**config.mk**
```make
export PLATFORM = sky130hd
export DESIGN_NAME = qsiIrqCtl
export DESIGN_NICKNAME = d
export VERILOG_FILES = /design/src/rtl/qsiPkg.sv /design/src/rtl/qsiCtl.sv /design/src/rtl/qsiDatapath.sv /design/src/rtl/qsiIrqCtl.sv
export SDC_FILE = /design/constraint.sdc
export NUM_CORES = 1
export LEC_CHECK = 0
export BUFFER_PORTS_ARGS = -buffer_cell sky130_fd_sc_hd__buf_4
export CAP_MARGIN = 5
export CORE_UTILIZATION = 60
export CTS_BUF_LIST = sky130_fd_sc_hd__clkbuf_8
export CTS_CLUSTER_SIZE = 30
export DETAILED_ROUTE_END_ITERATION = 8
export PLACE_DENSITY = 0.87
export SKIP_LAST_GASP = 1
export SLEW_MARGIN = 20
export SYNTH_ARGS = -nofsm -noshare
export SYNTH_HDL_FRONTEND = slang
export SYNTH_HIERARCHICAL = 1
export SYNTH_SLANG_ARGS = --single-unit
```
**constraint.sdc**
```tcl
create_clock -name clk -period 2.91 [get_ports clk]
set_clock_uncertainty 0.15 [all_clocks]
set_input_delay 0.291 -clock clk [delete_from_list [all_inputs] [get_ports clk]]
set_output_delay 0.291 -clock clk [all_outputs]
set_load 0.02 [all_outputs]
```
**src/rtl/qsiPkg.sv**
```systemverilog
package qsiPkg;
  localparam int FIELD_W      = 4;
  localparam int BIT_RDY_RISE = 3;
  localparam int BIT_RDY_FALL = 2;
  localparam int BIT_A_RISE   = 1;
  localparam int BIT_B_RISE   = 0;

  typedef struct packed {
    logic rdStatus;
    logic rdMask;
    logic rdOther;
    logic wrMask;
  } qsiStrobes_t;
endpackage

```
**src/rtl/qsiCtl.sv**
```systemverilog
module qsiCtl
  import qsiPkg::*;
#(
  parameter int ADDR_W     = 4,
  parameter int STATUS_OFS = 0,
  parameter int MASK_OFS   = 4
) (
  input  logic              clk,
  input  logic              rstN,
  input  logic [ADDR_W-1:0] regAddr,
  input  logic              regRd,
  input  logic              regWr,
  output qsiStrobes_t       strobes
);
  localparam logic [ADDR_W-1:0] STATUS_ADDR = ADDR_W'(STATUS_OFS);
  localparam logic [ADDR_W-1:0] MASK_ADDR   = ADDR_W'(MASK_OFS);

  logic hitStatus;
  logic hitMask;

  assign hitStatus = (regAddr == STATUS_ADDR);
  assign hitMask   = (regAddr == MASK_ADDR);

  always_comb begin
    strobes          = '0;
    strobes.rdStatus = regRd & hitStatus;
    strobes.rdMask   = regRd & hitMask;
    strobes.rdOther  = regRd & ~hitStatus & ~hitMask;
    // writes at the status offset (or any other offset) produce no strobe
    strobes.wrMask   = regWr & hitMask;
  end

  // a read selects at most one source
  assert_read_decode_R12: assert property (@(posedge clk) disable iff (!rstN)
    $onehot0({strobes.rdStatus, strobes.rdMask, strobes.rdOther}));

  // a read strobe always selects some source
  assert_read_covered_R12: assert property (@(posedge clk) disable iff (!rstN)
    regRd |-> (|{strobes.rdStatus, strobes.rdMask, strobes.rdOther}));
endmodule

```
**src/rtl/qsiDatapath.sv**
```systemverilog
module qsiDatapath
  import qsiPkg::*;
#(
  parameter int NUM_QUEUES = 8,
  localparam int DATA_W = NUM_QUEUES * FIELD_W
) (
  input  logic                  clk,
  input  logic                  rstN,
  input  qsiStrobes_t           strobes,
  input  logic [DATA_W-1:0]     wrData,
  input  logic [NUM_QUEUES-1:0] queueReady,
  input  logic [NUM_QUEUES-1:0] queueFlagA,
  input  logic [NUM_QUEUES-1:0] queueFlagB,
  output logic [DATA_W-1:0]     rdData,
  output logic                  irqOut
);
  logic [NUM_QUEUES-1:0] rdyPrev;
  logic [NUM_QUEUES-1:0] aPrev;
  logic [NUM_QUEUES-1:0] bPrev;
  logic [DATA_W-1:0]     eventVec;
  logic [DATA_W-1:0]     status;
  logic [DATA_W-1:0]     statusNext;
  logic [DATA_W-1:0]     mask;

  // per-queue edge detectors feeding one status field
  for (genvar q = 0; q < NUM_QUEUES; q++) begin : gQueue
    assign eventVec[q*FIELD_W + BIT_RDY_RISE] =  queueReady[q] & ~rdyPrev[q];
    assign eventVec[q*FIELD_W + BIT_RDY_FALL] = ~queueReady[q] &  rdyPrev[q];
    assign eventVec[q*FIELD_W + BIT_A_RISE]   =  queueFlagA[q] & ~aPrev[q];
    assign eventVec[q*FIELD_W + BIT_B_RISE]   =  queueFlagB[q] & ~bPrev[q];
  end

  // a new event wins over the clear that a read causes
  always_comb begin
    statusNext = strobes.rdStatus ? '0 : status;
    statusNext = statusNext | eventVec;
  end

  always_ff @(posedge clk or negedge rstN) begin
    if (!rstN) begin
      rdyPrev <= '0;
      aPrev   <= '0;
      bPrev   <= '0;
    end else begin
      rdyPrev <= queueReady;
      aPrev   <= queueFlagA;
      bPrev   <= queueFlagB;
    end
  end

  always_ff @(posedge clk or negedge rstN) begin
    if (!rstN) begin
      status <= '0;
      mask   <= '0;
    end else begin
      status <= statusNext;
      if (strobes.wrMask) mask <= wrData;
    end
  end

  always_ff @(posedge clk or negedge rstN) begin
    if (!rstN) begin
      irqOut <= 1'b0;
      rdData <= '0;
    end else begin
      irqOut <= |(status & mask);
      if (strobes.rdStatus)     rdData <= status;
      else if (strobes.rdMask)  rdData <= mask;
      else if (strobes.rdOther) rdData <= '0;
    end
  end

  // without a read, bits already set remain set
  assert_sticky_R4: assert property (@(posedge clk) disable iff (!rstN)
    !strobes.rdStatus |=> ((status & $past(status)) == $past(status)));

  // after a read only the events of that cycle survive
  assert_clear_on_read_R5: assert property (@(posedge clk) disable iff (!rstN)
    strobes.rdStatus |=> ((status & ~$past(eventVec)) == '0));

  // a bit can only become set through a detected event
  assert_set_by_event_R2: assert property (@(posedge clk) disable iff (!rstN)
    rstN |=> ((status & ~$past(status) & ~$past(eventVec)) == '0));

  // the summary line follows the masked status one cycle later
  assert_irq_follows_R9: assert property (@(posedge clk) disable iff (!rstN)
    rstN |=> (irqOut == $past(|(status & mask))));

  // the mask changes only through its own write
  assert_mask_hold_R8: assert property (@(posedge clk) disable iff (!rstN)
    !strobes.wrMask |=> $stable(mask));
endmodule

```
**src/rtl/qsiIrqCtl.sv**
```systemverilog
module qsiIrqCtl
  import qsiPkg::*;
#(
  parameter int NUM_QUEUES = 8,
  parameter int ADDR_W     = 4,
  localparam int DATA_W = NUM_QUEUES * FIELD_W
) (
  input  logic                  clk,
  input  logic                  rstN,
  input  logic [ADDR_W-1:0]     regAddr,
  input  logic                  regRd,
  input  logic                  regWr,
  input  logic [DATA_W-1:0]     regWrData,
  output logic [DATA_W-1:0]     regRdData,
  input  logic [NUM_QUEUES-1:0] queueReady,
  input  logic [NUM_QUEUES-1:0] queueFlagA,
  input  logic [NUM_QUEUES-1:0] queueFlagB,
  output logic                  irqOut
);
  qsiStrobes_t strobes;

  qsiCtl #(.ADDR_W(ADDR_W), .STATUS_OFS(0), .MASK_OFS(4)) u_ctl (
    .clk     (clk),
    .rstN    (rstN),
    .regAddr (regAddr),
    .regRd   (regRd),
    .regWr   (regWr),
    .strobes (strobes)
  );

  qsiDatapath #(.NUM_QUEUES(NUM_QUEUES)) u_dp (
    .clk        (clk),
    .rstN       (rstN),
    .strobes    (strobes),
    .wrData     (regWrData),
    .queueReady (queueReady),
    .queueFlagA (queueFlagA),
    .queueFlagB (queueFlagB),
    .rdData     (regRdData),
    .irqOut     (irqOut)
  );
endmodule

```
# Word level (Yosys, flattened, before mapping)
# Cells that the tools add are included.
# totals
reg_bits,121
input_bits,64
# op_classes
eq_ne,1
n_mux,4
n_bitwise,73
reduce_logical,3
# op_table
operator,count
$mux 32,4
$and 1x1->1,37
$not 1->1,34
$and 32x32->32,1
$or 32x32->32,1
$reduce_or 32->1,1
$eq 4x3->1 const B,1
$logic_not 4->1,1
$reduce_bool 3->1,1

# Logic depth before layout (Yosys ltp)
# Gate-level depths: netlist (run 1).
# logic_depth
depth_word,7
mapped_depth,7
ltp_nobuf,5

# Cells and area by module
# The synthesis (run 1) kept the hierarchy.
# by_module_without_submodules
module,instances,cells_per_inst,area_each_um2
qsiDatapath,1,349,4539.4
qsiCtl,1,5,37.5

# Worst setup path after synthesis (run 1)
# OpenSTA, ideal clock, no wires.
# synth_timing
kind,input port to flip-flop
startpoint,input port regAddr[3]
endpoint,register u_dp.mask[10]
setup_time_ns,0.128
arrival_ns,1.378
required_ns,2.632
setup_slack_ns,1.255
stages,5
n_path_buf,2
path_cell_list,nor3_2 -> and3_1 -> clkbuf_1 -> buf_2 -> mux2_1
# synth_lines
element,line_no,source
start: declaration,qsiIrqCtl.sv:10,"input logic [ADDR_W-1:0] regAddr,"
end signal: assignment,qsiDatapath.sv:57,if (strobes.wrMask) mask <= wrData;
end: declaration,qsiDatapath.sv:23,logic [DATA_W-1:0] mask;

==> run summary, run 1 <==
height of the die - 89.3 microns
measured slew at the worst slew-check pin - 869 ps
Num CTS Buffers - 17
Post-Place Cells - 533
Final Max Slew Viols - 0
DR WL/cell - 19.3 microns
post-DR vias/cell - 5.86
Initial Util - 0.624
clock transition at the registers of the reported paths - 70 ps
max-cap viol count - 0
Post-Place Worst Slack - 795 ps
Yosys cell types - 21
Die Area - 7980 sq um
H-Tree Depth - 4
die width - 89.3 microns
Worst slew margin - 0.421
Cells after Synth - 354
ratio of cells with drive above 1 in the final layout - 0.268
fin cells - 622
Root Driver - clkbuf_8
gp weighted congestion - 0.747
DR pass1 iterations - 8
core area - 7330 sq um
WS Path Type - in -> reg
Period Utilization, post-route - 0.607
Min-Delay Path Class - in -> async
clock tree buffer depth - 2
PostCTS Resize Cnt - 0
first-pass GRT wire length - 18500 microns
Top Ports - 97
clock latency on the worst-skew pair - 430 ps
RSZ-0062 raised after global routing - no
Required @ worst endpoint - 3060 ps
Final #Nets - 574
DR DRC count - 0
Peak Freq - 566 MHz
#FFs+latches synth - 121
WP data arrival - 1910 ps
post-CTS setup buffer count - 0
initial antenna violation count - 0
Worst Path Max Fanout - 32
Final WS setup - 1140 ps
port bufs - 96
# clock sinks - 121
Post-DP HPWL - 6640 microns
sequential cell area fraction in the yosys report - 0.662
total congestion overflow - 0
final setup fails - 0
setup TNS - 0 ps
Startpoint Class - input pin
vias - 3645
PwrDens - 671 nW/um^2
Syn Nets - 418
Placement Rows - 31
fillers - 330
Peak VDD IR - 0.450 mV
commonest non-fill, non-tap cell in the layout - dfrtp_1
drt total wl - 12000 microns
YS warnings - 6
final hold viol count - 0
area grow syn2layout - 40.6%
Detailed Route Iter0 Violations - 288
status - finished, final reports clean
largest net degree at the start of global routing - 57
mean post-synth cell area - 12.9 sq um
Worst setup EP type - flop
ANT cells - 0
mapped cell area - 4580 sq um
most frequent cells in the layout - dfrtp_1 (121), buf_4 (100), dlygate4sd3_1 (57)
Final min period - 1770 ps
static leakage - 2.96 nW
Finished Core Util - 0.878
CTS tree - yes
DRT antenna net count - 0
Tot GR Track Use - 0.330
vias in the first global route - 3836
[critical path: stages]
cell and delay, ps:
buf_4 110, nor3_2 270, and3_2 820, mux2_1 410
[worst paths after layout]
| check | cells after the start | slack (ps) | from | end |
|---|---|---|---|---|
| max in group asynchronous | 3 | 1580 | rstN | u_dp/status[2]$_DFF_PN0_ |
| worst max register to register | 3 | 1140 | u_dp/status[23]$_DFF_PN0_ | u_dp/irqOut$_DFF_PN0_ |
| worst min register to register | 1 | 290 | u_dp/rdyPrev[4]$_DFF_PN0_ | u_dp/status[19]$_DFF_PN0_ |
| min in group clk | 1 | 290 | u_dp/rdyPrev[4]$_DFF_PN0_ | u_dp/status[19]$_DFF_PN0_ |
| worst min-delay path | 2 | 290 | rstN | u_dp/rdData[17]$_DFFE_PN0P_ |
| worst max-delay path | 4 | 1140 | regAddr[3] | u_dp/mask[11]$_DFFE_PN0P_ |
[through the flow]
step	instance area [sq um]	power [mW]	hold WS [ps]
after floorplan	4580	2.21	-155
after global placement	5380	2.42	225
after detailed placement	5380	2.45	221
after CTS	6440	4.31	285
after global routing	6440	4.47	304
final	6440	4.32	289
[what timing repair did]
item / in CTS / in global routing
hold buffers: 57 / 0
endpoints found under the hold margin: 135 / 0
endpoints found under the setup margin: 0 / 0
[layer usage]
metal  part of all wire  up-vias  global-route usage
met3              0.066       32              0.0914
met5                  0        -                   0
met2               0.51      189               0.548
met1               0.40     1828               0.381
li1                   -     1596                   -
met4              0.030        0               0.208
[state kept, by name, summed over array words and instances (netlist names)]
register	count
u_dp/rdyPrev	8
u_dp/irqOut	1
u_dp/status	32
u_dp/bPrev	8
u_dp/rdData	32
u_dp/aPrev	8
u_dp/mask	32
[synth_stat cells]
cell / count / area (sq um)
dfrtp_1: 121 / 3030
o21ai_1: 32 / 160
inv_2: 1 / 3.75
mux2_2: 2 / 22.5
a22o_1: 24 / 210
buf_1: 1 / 3.75
nor2b_1: 1 / 6.26
a22oi_1: 47 / 353
nor2_2: 1 / 6.26
buf_2: 11 / 55.1
nor3_2: 1 / 10.0
or4_1: 1 / 7.51
inv_1: 24 / 90.1
a22oi_2: 1 / 12.5
nand2_1: 32 / 120
clkbuf_1: 9 / 33.8
o2bb2ai_1: 8 / 70.1
nand4_1: 4 / 25.0
mux2_1: 30 / 338
and3b_1: 1 / 8.76
and3_1: 2 / 12.5
[where the power goes]
part           total (mW)  leakage (nW)  internal, mW  switching [mW]
logic               0.507          1.31         0.271           0.236
clock network        1.80         0.234          1.11           0.694
registers            2.01          1.42          1.86           0.149
[cell type report]
class	instances	area (sq um)	area share
timing repair buffer	158	1340	0.208
sequential	121	3030	0.470
multi-input combinational	187	1370	0.212
clock inverter	15	250	0.0389
clock buffer	17	234	0.0364
tap	99	124	0.0192
inverter	25	93.8	0.0146
[cells by family after synthesis]
family / share of synthesized area
buffers and inverters: 0.0407
AO/OA/AOI/OAI: 0.176
AND/OR/NAND/NOR: 0.0429
multiplexers: 0.0787
flip-flops: 0.662
Power figures use the tool's default switching activity.
==> run 2: changes to the inputs <==
Settings changed: ABC_AREA from default to 1, CORE_UTILIZATION 60 to 51, PLACE_DENSITY 0.87 to 0.78.
Clock period 2.91 ns to 1.5 ns, I/O delays scaled along.
==> run summary, run 2 <==
status - finished, final reports clean (unchanged)
Adder-Cell Fraction of Synth Area - 0 (unchanged)
combinational family with the most area after synthesis - compound AO/OA/AOI/OAI gates (unchanged)
ys async rst share - 1.00 (unchanged)
RSZ-0062 raised after global routing - no (unchanged)
CP top delay family - flip-flops (was simple AND/OR/NAND/NOR gates)
top_reg_cell synth - dfrtp_1 (unchanged)
vias - 3978 (was 3645)
Top Ports - 97 (unchanged)
measured slew at the worst slew-check pin - 446 ps (was 869 ps)
fillers - 658 (was 330)
final hold viol count - 0 (unchanged)
Largest regs - u_dp/mask: 32 flops, u_dp/rdData: 32 flops, u_dp/status: 32 flops (unchanged)
compound-gate portion of the synthesized area - 0.153 (was 0.176)
CTS tree - yes (unchanged)
Worst Path Max Fanout - 2 (was 32)
Worst setup EP type - output port (was flop)
Num CTS Buffers - 17 (unchanged)
DR pass1 iterations - 6 (was 8)
Tot GR Track Use - 0.274 (was 0.330)
Cells after Synth - 476 (was 354)
Post-Place Worst Slack - -55.7 ps (was 795 ps)
static leakage - 3.46 nW (was 2.96 nW)
# clock sinks - 121 (unchanged)
area grow syn2layout - 40.4% (was 40.6%)
Detailed Route Iter0 Violations - 260 (was 288)
slowest cell on the critical path - dfrtp_1 (was and3_2)
WP buf/inv - 1 (unchanged)
#FFs+latches synth - 121 (unchanged)
Final min period - 1320 ps
sequential cell area fraction in the yosys report - 0.631 (was 0.662)
largest net degree at the start of global routing - 42 (was 57)
Synth Area in Simple Gates - 0.117 (was 0.0429)
post-DR vias/cell - 5.20 (was 5.86)
Initial Util - 0.522 (was 0.624)
core area - 9200 sq um (was 7330 sq um)
mapped cell area - 4800 sq um (was 4580 sq um)
CP max stage delay - 420 ps (was 820 ps)
Placement Rows - 35 (was 31)
WS Path Type - reg -> out (was in -> reg)
most instantiated library cell after synthesis - nand2_1 (was dfrtp_1)
mean post-synth cell area - 10.1 sq um (was 12.9 sq um)
Final WS setup - 176 ps (was 1140 ps)
port bufs - 96 (unchanged)
Post-synth EDFFs - 0 (unchanged)
YS warnings - 6 (unchanged)
DR WL/cell - 16.0 microns (was 19.3 microns)
Peak Freq - 756 MHz
WP data arrival - 1020 ps (was 1910 ps)
max-cap viol count - 0 (unchanged)
total congestion overflow - 0 (unchanged)
crit-path cells - buf_4 (was buf_4 > nor3_2 > and3_2 > mux2_1)
Required @ worst endpoint - 1200 ps (was 3060 ps)
PostCTS Resize Cnt - 0 (unchanged)
drt total wl - 12300 microns (was 12000 microns)
ANT cells - 0 (unchanged)
initial antenna violation count - 0 (unchanged)
first-pass GRT wire length - 20000 microns (was 18500 microns)
most frequent cells in the layout - nand2_1 (128), dfrtp_1 (121), buf_4 (100) (was dfrtp_1 (121), buf_4 (100), dlygate4sd3_1 (57))
Yosys top cell area share - 0.631 (was 0.662)
Yosys cell types - 17 (was 21)
Worst slew margin - 0.702 (was 0.421)
final setup fails - 0 (unchanged)
Final #Nets - 705 (was 574)
cell taking the most area after synthesis - dfrtp_1 (unchanged)
height of the die - 99.0 microns (was 89.3 microns)
top cells by area, synth - dfrtp_1 (63%), nand2_1 (10%), inv_1 (7.2%) (was dfrtp_1 (66%), a22oi_1 (7.7%), mux2_1 (7.4%))
gp weighted congestion - 0.806 (was 0.747)
vias in the first global route - 4136 (was 3836)
Min-Delay Path Class - in -> async (unchanged)
commonest non-fill, non-tap cell in the layout - nand2_1 (was dfrtp_1)
Peak VDD IR - 0.785 mV (was 0.450 mV)
setup TNS - 0 ps (unchanged)
Post-DP HPWL - 7590 microns (was 6640 microns)
die width - 99.0 microns (was 89.3 microns)
clock transition at the registers of the reported paths - 70 ps (about the same)
Syn Nets - 540 (was 418)
Die Area - 9810 sq um (was 7980 sq um)
clock latency on the worst-skew pair - 430 ps (about the same)
clock tree buffer depth - 2 (unchanged)
Synth Area in XOR/XNOR - 0 (unchanged)
ratio of cells with drive above 1 in the final layout - 0.249 (was 0.268)
Root Driver - clkbuf_8 (unchanged)
DRT antenna net count - 0 (unchanged)
PwrDens - 1200 nW/um^2 (was 671 nW/um^2)
synth cell count leaders - nand2_1 (128), dfrtp_1 (121), inv_1 (92) (was dfrtp_1 (121), a22oi_1 (47), nand2_1 (32), o21ai_1 (32), mux2_1 (30))
Startpoint Class - flop (was input pin)
Final Max Slew Viols - 0 (unchanged)
mux cell area share after synthesis - 0 (was 0.0787)
DR DRC count - 0 (unchanged)
H-Tree Depth - 4 (unchanged)
Period Utilization, post-route - 0.882
run 2: logic make-up after synthesis:
logic type      Yosys count
simple gates            145
buf+inv                 113
flops                   121
compound gates           97
run 2: metrics by stage:
| stage | power [mW] | hold slack [ps] | instances | util | instance area [sq um] |
|---|---|---|---|---|---|
| finish | 8.10 | 9.34 | 765 | 0.733 | 6740 |
| global route | 8.46 | 34.0 | 765 | 0.733 | 6740 |
| CTS | 8.13 | 7.48 | 765 | 0.733 | 6740 |
| detailed placement | 5.00 | -66.6 | 676 | 0.626 | 5760 |
| global placement | 4.93 | -75.3 | 676 | 0.626 | 5760 |
| floorplan | 4.44 | -296 | 476 | - | 4800 |
run 2: power by group:
part / switching, mW / leakage (nW) / total (mW) / internal (mW)
Combinational: 0.716 / 1.85 / 1.26 / 0.548
Sequential: 0.208 / 1.40 / 3.83 / 3.62
Clock: 1.30 / 0.207 / 3.01 / 1.71
Total: 2.22 / 3.46 / 8.10 / 5.88
run 2: routing by layer:
layer  routed length, microns  vias to the layer above  global-route usage
met4                      137                        0              0.0861
met3                      743                       15              0.0787
met2                     6220                      167               0.457
met5                        0                        -                   0
met1                     5150                     1932               0.349
li1                         -                     1864                   -
run 2: worst paths after layout:
path,startpoint,to,slack [ps],cells past startpoint
max,u_dp/rdData[11]$_DFFE_PN0P_,regRdData[11],180,1
max in group asynchronous,rstN,u_dp/rdData[9]$_DFFE_PN0P_,600,3
min reg2reg,u_dp/bPrev[4]$_DFF_PN0_,u_dp/status[16]$_DFF_PN0_,270,1
max reg2reg,u_dp/status[24]$_DFF_PN0_,u_dp/irqOut$_DFF_PN0_,270,6
min in group clk,regWr,u_dp/mask[9]$_DFFE_PN0P_,150,6
min,rstN,u_dp/aPrev[0]$_DFF_PN0_,9,2
run 2: final cells by class:
type                       instances  area [sq um]  share of cell area
multi-input combinational        242          1310               0.195
timing repair buffer             166          1500               0.223
clock buffer                      19           262              0.0388
clock inverter                    13           151              0.0225
sequential                       121          3030               0.449
inverter                          93           349              0.0518
tap                              111           139              0.0206
run 2: repair_timing:
action,CTS,global route
hold buffers,57,0
setup buffers,0,0
endpoints found under the hold margin,209,0
==> run 3: changes to the inputs <==
Settings changed: ABC_AREA 1 to 0, SYNTH_HIERARCHICAL 1 to default.
==> run summary, run 3 <==
status - complete, but fails checks (was finished, final reports clean)
failing checks - setup timing
Final #Nets - 632 (was 705)
Startpoint Class - flop (unchanged)
crit-path cells - a22oi_2 > nand4_1 > or4_1 (was buf_4)
post-CTS setup buffer count - 0 (unchanged)
Post-synth EDFFs - 0 (unchanged)
Die Area - 9910 sq um (was 9810 sq um)
RSZ-0062 raised after global routing - yes (was no)
initial antenna violation count - 0 (unchanged)
static leakage - 3.23 nW (was 3.46 nW)
Finished Core Util - 0.753 (was 0.733)
clock latency on the worst-skew pair - 440 ps (was 430 ps)
Post-Place Worst Slack - -79.0 ps (was -55.7 ps)
CTS tree - yes (unchanged)
Storage cell area - 3030 sq um (unchanged)
first-pass GRT wire length - 20100 microns (was 20000 microns)
setup TNS - -105 ps (was 0 ps)
port bufs - 96 (unchanged)
Root Driver - clkbuf_8 (unchanged)
gp weighted congestion - 0.761 (was 0.806)
WP data arrival - 1750 ps (was 1020 ps)
Min-Delay Path Class - in -> reg (was in -> async)
Num CTS Buffers - 17 (unchanged)
core area - 9240 sq um (was 9200 sq um)
YS warnings - 0 (was 6)
final setup fails - 1 (was 0)
vias - 3783 (was 3978)
Detailed Route Iter0 Violations - 196 (was 260)
drt total wl - 12500 microns (was 12300 microns)
commonest non-fill, non-tap cell in the layout - buf_4 (was nand2_1)
Final min period - 1610 ps (was 1320 ps)
PwrDens - 1170 nW/um^2 (was 1200 nW/um^2)
most frequent cells in the layout - buf_4 (126), dfrtp_1 (121), dlygate4sd3_1 (58) (was nand2_1 (128), dfrtp_1 (121), buf_4 (100))
DR pass1 iterations - 4 (was 6)
clock transition at the registers of the reported paths - 80 ps (was 70 ps)
post-DR vias/cell - 5.33 (was 5.20)
total congestion overflow - 0 (unchanged)
Post-Place Cells - 620 (was 676)
final hold viol count - 0 (unchanged)
Yosys top cell area share - 0.624 (was 0.631)
Yosys cell types - 18 (was 17)
Final WS setup - -105 ps (was 176 ps)
CP max stage delay - 530 ps (was 420 ps)
area occupied by multi-input gates - 1540 sq um (was 1310 sq um)
Cells after Synth - 382 (was 476)
top_reg_cell synth - dfrtp_1 (unchanged)
Final Max Slew Viols - 0 (unchanged)
height of the die - 99.5 microns (was 99.0 microns)
Worst slew margin - 0.628 (was 0.702)
DR WL/cell - 17.6 microns (was 16.0 microns)
H-Tree Depth - 4 (unchanged)
synth cell count leaders - dfrtp_1 (121), inv_1 (56), mux2_2 (34) (was nand2_1 (128), dfrtp_1 (121), inv_1 (92))
top cells by area, synth - dfrtp_1 (62%), mux2_2 (7.9%), mux2_1 (7.0%) (was dfrtp_1 (63%), nand2_1 (10%), inv_1 (7.2%))
Placement Rows - 35 (unchanged)
measured slew at the worst slew-check pin - 558 ps (was 446 ps)
Peak VDD IR - 0.639 mV (was 0.785 mV)
largest net degree at the start of global routing - 79 (was 42)
ratio of cells with drive above 1 in the final layout - 0.349 (was 0.249)
most instantiated library cell after synthesis - dfrtp_1 (was nand2_1)
Syn Nets - 446 (was 540)
Tot GR Track Use - 0.271 (was 0.274)
cell taking the most area after synthesis - dfrtp_1 (unchanged)
Worst Path Max Fanout - 2 (unchanged)
max-cap viol count - 0 (unchanged)
ANT cells - 0 (unchanged)
fillers - 564 (was 658)
vias in the first global route - 3990 (was 4136)
mapped cell area - 4850 sq um (was 4800 sq um)
#FFs+latches synth - 121 (unchanged)
Worst setup EP type - flop (was output port)
Post-DP HPWL - 7480 microns (was 7590 microns)
# clock sinks - 121 (unchanged)
Peak Freq - 623 MHz (was 756 MHz)
WS Path Type - reg -> reg (was reg -> out)
fin cells - 710 (was 765)
area grow syn2layout - 43.4% (was 40.4%)
Largest regs - u_dp.mask: 32 flops, u_dp.rdData: 32 flops, u_dp.status: 32 flops (was u_dp/mask: 32 flops, u_dp/rdData: 32 flops, u_dp/status: 32 flops)
sequential cell area fraction in the yosys report - 0.624 (was 0.631)
slowest cell on the critical path - or4_1 (was dfrtp_1)
ys async rst share - 1.00 (unchanged)
Top Ports - 97 (unchanged)
mean post-synth cell area - 12.7 sq um (was 10.1 sq um)
clock tree buffer depth - 2 (unchanged)
DR DRC count - 0 (unchanged)
die width - 99.5 microns (was 99.0 microns)
Period Utilization, post-route - 1.07 (was 0.882)
DRT antenna net count - 0 (unchanged)
Required @ worst endpoint - 1650 ps (was 1200 ps)
Initial Util - 0.525 (was 0.522)
==> run 3: cell types whose count changed after synthesis, moves of 14 or more <==
cell	previous run	this run
a22o_1	0	24
a22oi_1	0	16
inv_1	92	56
mux2_1	0	30
mux2_2	0	34
nand2_1	128	0
nand3_1	0	32
nor2_1	14	0
o221ai_1	16	0
o221ai_2	16	0
o22ai_1	24	0
==> run 3: kinds of logic after synthesis <==
| family | after synthesis | synth area share |
|---|---|---|
| buffers and inverters | 77 | 0.0658 |
| AOI/OAI and AO/OA | 80 | 0.116 |
| DFF | 121 | 0.624 |
| and+or+nand+nor | 40 | 0.0459 |
| muxes | 64 | 0.149 |
==> run 3: area by class of cell <==
| type | instances | share of cell area |
|---|---|---|
| multi-input combinational | 184 | 0.221 |
| sequential | 121 | 0.435 |
| timing repair buffer | 188 | 0.231 |
| clock buffer | 17 | 0.0336 |
| inverter | 56 | 0.0302 |
| tap | 129 | 0.0232 |
| clock inverter | 15 | 0.0257 |
==> run 3: repair_timing <==
| action | in CTS | in global routing |
|---|---|---|
| hold buffers | 58 | 0 |
| endpoints found under the setup margin | 1 | 1 |
| pin swaps | 1 | 3 |
| hold endpoints to repair | 212 | 0 |
| gates resized for setup | 7 | 0 |
==> run 3: worst paths after layout <==
| kind | startpoint | to | cells after the start | slack, ps |
|---|---|---|---|---|
| max | u_dp.status[13]$_DFF_PN0_ | u_dp.irqOut$_DFF_PN0_ | 3 | -110 |
| min | regAddr[0] | u_dp.rdData[2]$_DFFE_PN0P_ | 5 | 70 |
| max reg2reg | u_dp.status[13]$_DFF_PN0_ | u_dp.irqOut$_DFF_PN0_ | 3 | -110 |
| min reg2reg | u_dp.rdyPrev[7]$_DFF_PN0_ | u_dp.status[31]$_DFF_PN0_ | 1 | 310 |
| max in group asynchronous | rstN | u_dp.mask[12]$_DFFE_PN0P_ | 3 | 590 |
| min in group asynchronous | rstN | u_dp.mask[2]$_DFFE_PN0P_ | 3 | 100 |
==> run 3: metal layers <==
metal  up-vias  part of all wire  GRT usage  wire length, microns
met5         -                 0          0                     0
met4         0             0.025      0.118                   313
met3        29             0.050     0.0661                   620
met2       151              0.50      0.444                  6290
met1      1899              0.42      0.346                  5250
li1       1704                 -          -                     -
==> run 3: worst max-delay path, delay by kind of cell (launching register included) <==
family	cells	cell delay (ps)
and+or+nand+nor	2	640
DFF	1	400
AOI/OAI and AO/OA	1	270
==> run 3: where the power goes <==
part | total, mW | internal (mW) | switching (mW)
Combinational | 1.30 | 0.739 | 0.557
Clock | 3.02 | 1.64 | 1.38
Sequential | 3.86 | 3.59 | 0.262
Total | 8.18 | 5.98 | 2.20
==> run 3: stage by stage <==
step | hold slack (ps) | instance area, sq um | power (mW)
floorplan | -296 | 4850 | 4.39
global placement | 40.0 | 5930 | 4.95
detailed placement | 64.2 | 5930 | 5.00
CTS | 60.8 | 6960 | 8.16
global route | 63.4 | 6960 | 8.51
finish | 74.7 | 6960 | 8.18
